### config.mk
export PLATFORM = sky130hd
export DESIGN_NAME = ptsa_array
export DESIGN_NICKNAME = d
export VERILOG_FILES = /design/src/rtl/ptsa_pkg.sv /design/src/rtl/ptsa_cluster_or.sv /design/src/rtl/ptsa_chain_depth.sv /design/src/rtl/ptsa_steer.sv /design/src/rtl/ptsa_array.sv
export SDC_FILE = /design/constraint.sdc
export NUM_CORES = 1
export LEC_CHECK = 0
export BUFFER_PORTS_ARGS = -buffer_cell sky130_fd_sc_hd__buf_2
export CORE_ASPECT_RATIO = 1.4
export CORE_UTILIZATION = 45
export DETAILED_ROUTE_END_ITERATION = 12
export GPL_ROUTABILITY_DRIVEN = 1
export PLACE_DENSITY = 0.83
export SYNTH_ARGS = -nofsm -noshare
export SYNTH_HDL_FRONTEND = slang
export SYNTH_SLANG_ARGS = --single-unit
### constraint.sdc
create_clock -name vclk -period 28
set_input_delay 1.4 -clock vclk [all_inputs]
set_output_delay 1.4 -clock vclk [all_outputs]
set_load 0.1 [all_outputs]
### src/rtl/ptsa_pkg.sv
`timescale 1ns/1ps
package ptsa_pkg;
    typedef enum logic [1:0] {
        MODE_SHARE  = 2'd0,
        MODE_LENT   = 2'd1,
        MODE_BYPASS = 2'd2
    } out_mode_e;
endpackage

### src/rtl/ptsa_cluster_or.sv
`timescale 1ns/1ps
module ptsa_cluster_or #(
    parameter int N_CLUST = 32,
    parameter int TERMS   = 5
) (
    input  logic [N_CLUST*TERMS-1:0] pt_in,
    output logic [N_CLUST-1:0]       cl_sum
);
    for (genvar gc = 0; gc < N_CLUST; gc++) begin : g_cl
        assign cl_sum[gc] = |pt_in[gc*TERMS +: TERMS];
    end
endmodule

### src/rtl/ptsa_chain_depth.sv
`timescale 1ns/1ps
module ptsa_chain_depth #(
    parameter int N_CLUST  = 32,
    parameter int MAX_SPAN = 7,
    localparam int DW      = $clog2(MAX_SPAN + 1)
) (
    input  logic [N_CLUST-1:0]         cfg_link,
    output logic [N_CLUST-1:0][DW-1:0] depth,
    output logic [N_CLUST-1:0]         lent
);
    // depth = position inside a chain; MAX_SPAN marks a clipped cluster
    always_comb begin
        depth[0] = '0;
        lent[0]  = 1'b0;
        for (int i = 1; i < N_CLUST; i++) begin
            lent[i] = cfg_link[i];
            if (!cfg_link[i])
                depth[i] = '0;
            else if (depth[i-1] == DW'(MAX_SPAN))
                depth[i] = DW'(MAX_SPAN);
            else
                depth[i] = depth[i-1] + DW'(1);
        end
    end
endmodule

### src/rtl/ptsa_steer.sv
`timescale 1ns/1ps
module ptsa_steer
    import ptsa_pkg::*;
#(
    parameter int N_CLUST  = 32,
    parameter int MAX_SPAN = 7,
    localparam int DW      = $clog2(MAX_SPAN + 1)
) (
    input  logic [N_CLUST-1:0]         cl_sum,
    input  logic [N_CLUST-1:0][DW-1:0] depth,
    input  logic [N_CLUST-1:0]         lent,
    input  logic [N_CLUST-1:0]         cfg_bypass,
    output logic [N_CLUST-1:0]         sum_out
);
    for (genvar gi = 0; gi < N_CLUST; gi++) begin : g_out
        logic      shared;
        out_mode_e mode;

        always_comb begin
            shared = cl_sum[gi];
            for (int j = 1; j < MAX_SPAN; j++) begin
                if (gi + j < N_CLUST) begin
                    if (depth[(gi+j) % N_CLUST] == DW'(j))
                        shared = shared | cl_sum[(gi+j) % N_CLUST];
                end
            end
        end

        always_comb begin
            if (cfg_bypass[gi])   mode = MODE_BYPASS;
            else if (lent[gi])    mode = MODE_LENT;
            else                  mode = MODE_SHARE;
        end

        always_comb begin
            unique case (mode)
                MODE_BYPASS: sum_out[gi] = cl_sum[gi];
                MODE_LENT:   sum_out[gi] = 1'b0;
                MODE_SHARE:  sum_out[gi] = shared;
                default:     sum_out[gi] = 1'b0;
            endcase
        end

        // a shared sum may only come from its seven-cluster window
        always_comb begin
            logic any_win;
            any_win = 1'b0;
            for (int j = 0; j < MAX_SPAN; j++)
                if (gi + j < N_CLUST) any_win = any_win | cl_sum[(gi+j) % N_CLUST];
            p_window_bound_r5: assert (!(sum_out[gi] && !cfg_bypass[gi]) || any_win)
                else $error("R5 window bound violated at %0d", gi);
        end
    end
endmodule

### src/rtl/ptsa_array.sv
`timescale 1ns/1ps
module ptsa_array #(
    parameter int N_CLUST  = 32,
    parameter int TERMS    = 5,
    parameter int MAX_SPAN = 7,
    localparam int NPT     = N_CLUST * TERMS,
    localparam int DW      = $clog2(MAX_SPAN + 1)
) (
    input  logic [NPT-1:0]     pt_in,
    input  logic [4:0]         ctl_pt_in,
    input  logic [N_CLUST-1:0] cfg_bypass,
    input  logic [N_CLUST-1:0] cfg_link,
    output logic [N_CLUST-1:0] sum_out,
    output logic               ctl_set,
    output logic               ctl_reset,
    output logic               ctl_clk,
    output logic               ctl_ce,
    output logic               ctl_oe
);
    logic [N_CLUST-1:0]         cl_sum;
    logic [N_CLUST-1:0][DW-1:0] depth;
    logic [N_CLUST-1:0]         lent;

    ptsa_cluster_or #(.N_CLUST(N_CLUST), .TERMS(TERMS)) u_cl (
        .pt_in (pt_in),
        .cl_sum(cl_sum)
    );

    ptsa_chain_depth #(.N_CLUST(N_CLUST), .MAX_SPAN(MAX_SPAN)) u_chain (
        .cfg_link(cfg_link),
        .depth   (depth),
        .lent    (lent)
    );

    ptsa_steer #(.N_CLUST(N_CLUST), .MAX_SPAN(MAX_SPAN)) u_steer (
        .cl_sum    (cl_sum),
        .depth     (depth),
        .lent      (lent),
        .cfg_bypass(cfg_bypass),
        .sum_out   (sum_out)
    );

    // control terms skip the steering network
    assign ctl_set   = ctl_pt_in[0];
    assign ctl_reset = ctl_pt_in[1];
    assign ctl_clk   = ctl_pt_in[2];
    assign ctl_ce    = ctl_pt_in[3];
    assign ctl_oe    = ctl_pt_in[4];

    always_comb begin
        for (int i = 0; i < N_CLUST; i++) begin
            p_bypass_own_r1: assert (!cfg_bypass[i] || sum_out[i] == |pt_in[i*TERMS +: TERMS])
                else $error("R1 bypass output %0d mismatch", i);
            p_lent_zero_r4: assert (!(i > 0 && cfg_link[i] && !cfg_bypass[i]) || !sum_out[i])
                else $error("R4 lent output %0d not zero", i);
            p_head_covers_own_r2: assert (!((i == 0 || !cfg_link[i]) && !cfg_bypass[i]
                                            && |pt_in[i*TERMS +: TERMS]) || sum_out[i])
                else $error("R2 head output %0d lost own cluster", i);
        end
    end
endmodule

==> results by group <==
Synthesis
  • Synth cell types: 71
  • Post-synthesis sequential area ratio: 0%
  • Syn nets: 1,224
  • Mapped Cells: slightly below 900
  • Yosys warnings: 0
  • Leading post-synthesis cells by cell area: ha_1 (24%), nand2_1 (9.2%), o21ai_0 (6.4%)
  • Syn Std Cell Area: about 5600 sq um
  • Post-synth top area share: roughly a quarter
  • Syn avg cell area: approximately 6.3 sq um
  • Post-synth top area cell: ha_1

Cells and area
  • Multi-input gate area: ~5300 sq um
  • Register area: 0 sq um
  • Clock buffer count: 0
  • Post-Layout Inst Area: 7971 sq um
  • Antenna diodes: 0
  • Layout Area Growth over Synthesis: 42.50%
  • Fraction of layout cells with a size suffix above 1: 33.42%
  • Fin nets: ~1,600
  • FFs & Latches: 0
  • Core Util, Final: between 60 and 70%
  • # fillers: between 1,000 and 1,500

Routing
  • Vias: between 8,000 and 9,000
  • Antenna viol nets, final: 0
  • Vias per cell: 5.946
  • DRT Wirelength: 19,820 um
  • Remaining DRCs: 0
  • DR pass1 iterations: 5
  • Routed WL per cell: between 10 and 15 um
  • DR iter-0 viols: between 400 and 500

Place
  • Placement-stage cell area: between 7000 and 8000 sq um
  • Post-DP HPWL: around 16,000 um
  • Gpl congestion: 0.9587
  • Pre-CTS setup slack: roughly 220 ps
  • PortBufs: between 200 and 300

Hold path
  • Worst hold path class: in2out

Setup path
  • Most Frequent Cell on Critical Path: inv_1
  • Startpoint types: input port
  • Required @ worst endpoint: about 27,000 ps
  • Critical path fanouts, max: 9
  • Max incr delay on CP: roughly 400 ps
  • CP Capture Type: output pin
  • Cell at the slowest stage of the critical path: or4_1
  • Worst EP arrival: between 20,000 and 25,000 ps
  • Crit path max-delay family: compound AO/OA/AOI/OAI gates
  • Type of the worst setup path: in2out
  • CP Buf/Inv Count: 31

Global route
  • Met3 usage: under 10%
  • Overall Global Routing Usage: just under 30%
  • GR Overflow Total: 0
  • GRT busiest layer: met2
  • First-pass GRT wire length: 31,330 um
  • Met1 Use GR: about 31%
  • Initial antenna violation count: 0
  • Grt met2 use: about 58%
  • Vias in the first global route: 7,462
  • Pin count of the biggest net entering global routing: 13

Power and ir drop
  • VDD IR-drop max: 15.64 uV
  • Power per cell area: just over 20 nW/um^2
  • Leakage: around 0.0042 uW

STA
  • Final worst slack: approximately 1800 ps
  • Fin Setup TNS: 0 ps
  • Final Slew Violations: 0
  • Final setup violation count: 0
  • Least-Margin Pin Slew: roughly 660 ps
  • Final hold vios: 0
  • Fmax: approximately 38 MHz
  • Min Tclk post-route: 26,160 ps
  • Max-slew headroom: a little under three fifths
  • Tcrit/Tclk final: 93.45%

Floorplan
  • Die footprint: approximately 13,000 sq um
  • Die Wd: about 96 um
  • Die height: ~130 um
  • Initial Utilization: between 40% and 50%
  • Core area: ~12,000 sq um
  • IO Count: approximately 270
  • Site Rows: 47

Status
  • Status: completed

CTS
  • CTS Hold Buffers Added: 0

Run
  • Max-cap viol count: 0
## worst paths after layout
path	startpoint	to	slack [ps]	depth (start not counted)
setup / recovery	cfg_link[1]	sum_out[26]	1840	143
hold / removal	ctl_pt_in[2]	ctl_clk	2800	0
## layer usage
| metal | wire (um) | vias to the layer above |
|---|---|---|
| met5 | 0 | - |
| met4 | 627 | 0 |
| met3 | 1494 | 65 |
| met2 | 10460 | 412 |
| met1 | 7235 | 3724 |
| li1 | - | 3933 |
## metrics by stage
stage,std cells,hold WS [ps],power [uW]
after detailed placement,1366,2801,157.5
after global routing,1368,2801,179.9
after CTS,1366,2801,158.4
after global placement,1366,2801,154.2
final,1368,2800,164.3
after floorplan,888,3012,98.65
## cells by family (layout without fill, tap and decap cells)
logic type,count (synthesis),after routing,share of synthesized area [%]
fa+ha+maj,107,107,23.93
xor+xnor,1,1,0.1566
simple gates,373,373,30.28
mux,2,2,0.3802
compound gates,301,301,37.71
buf+inv,104,437,7.537
## power breakdown
group          switching, uW  leakage (uW)  internal (uW)
logic                   97.4       0.00417           66.9
clock network              0             0              0
registers                  0             0              0
## cell usage in the layout (no fill, tap or decap), drive strengths merged, types with 8 or more instances in the layout
cell type,count
o22ai,9
a21oi,37
a21o,10
inv,76
ha,107
nand3,44
nand2,138
a31oi,36
o211ai,11
buf,361
nor2,88
o31ai,23
nand2b,12
o21a,13
o2111ai,8
o21ai,79
and2,17
nor3,39
a311oi,17
## synthesized netlist by cell type, types with 10 or more instances
library cell	instances
a21o_1	10
a21oi_1	37
a311oi_1	17
a31oi_1	36
and2_1	15
clkbuf_1	18
ha_1	107
inv_1	76
nand2_1	137
nand2b_1	12
nand3_1	44
nor2_1	88
nor3_1	38
o21a_1	13
o21ai_0	72
o31ai_1	21
## cell type report
class	instances	area share (%)
Inverter	76	3.579
Multi-Input combinational cell	784	66.61
Timing Repair Buffer	361	27.50
Tap cell	147	2.307
## repair_timing
| action | in CTS | in global routing |
|---|---|---|
| setup endpoints to repair | 0 | 9 |
| resized for setup | 0 | 48 |
| buffers inserted | 0 | 2 |
Note: power is estimated with default switching activity, not from simulation.
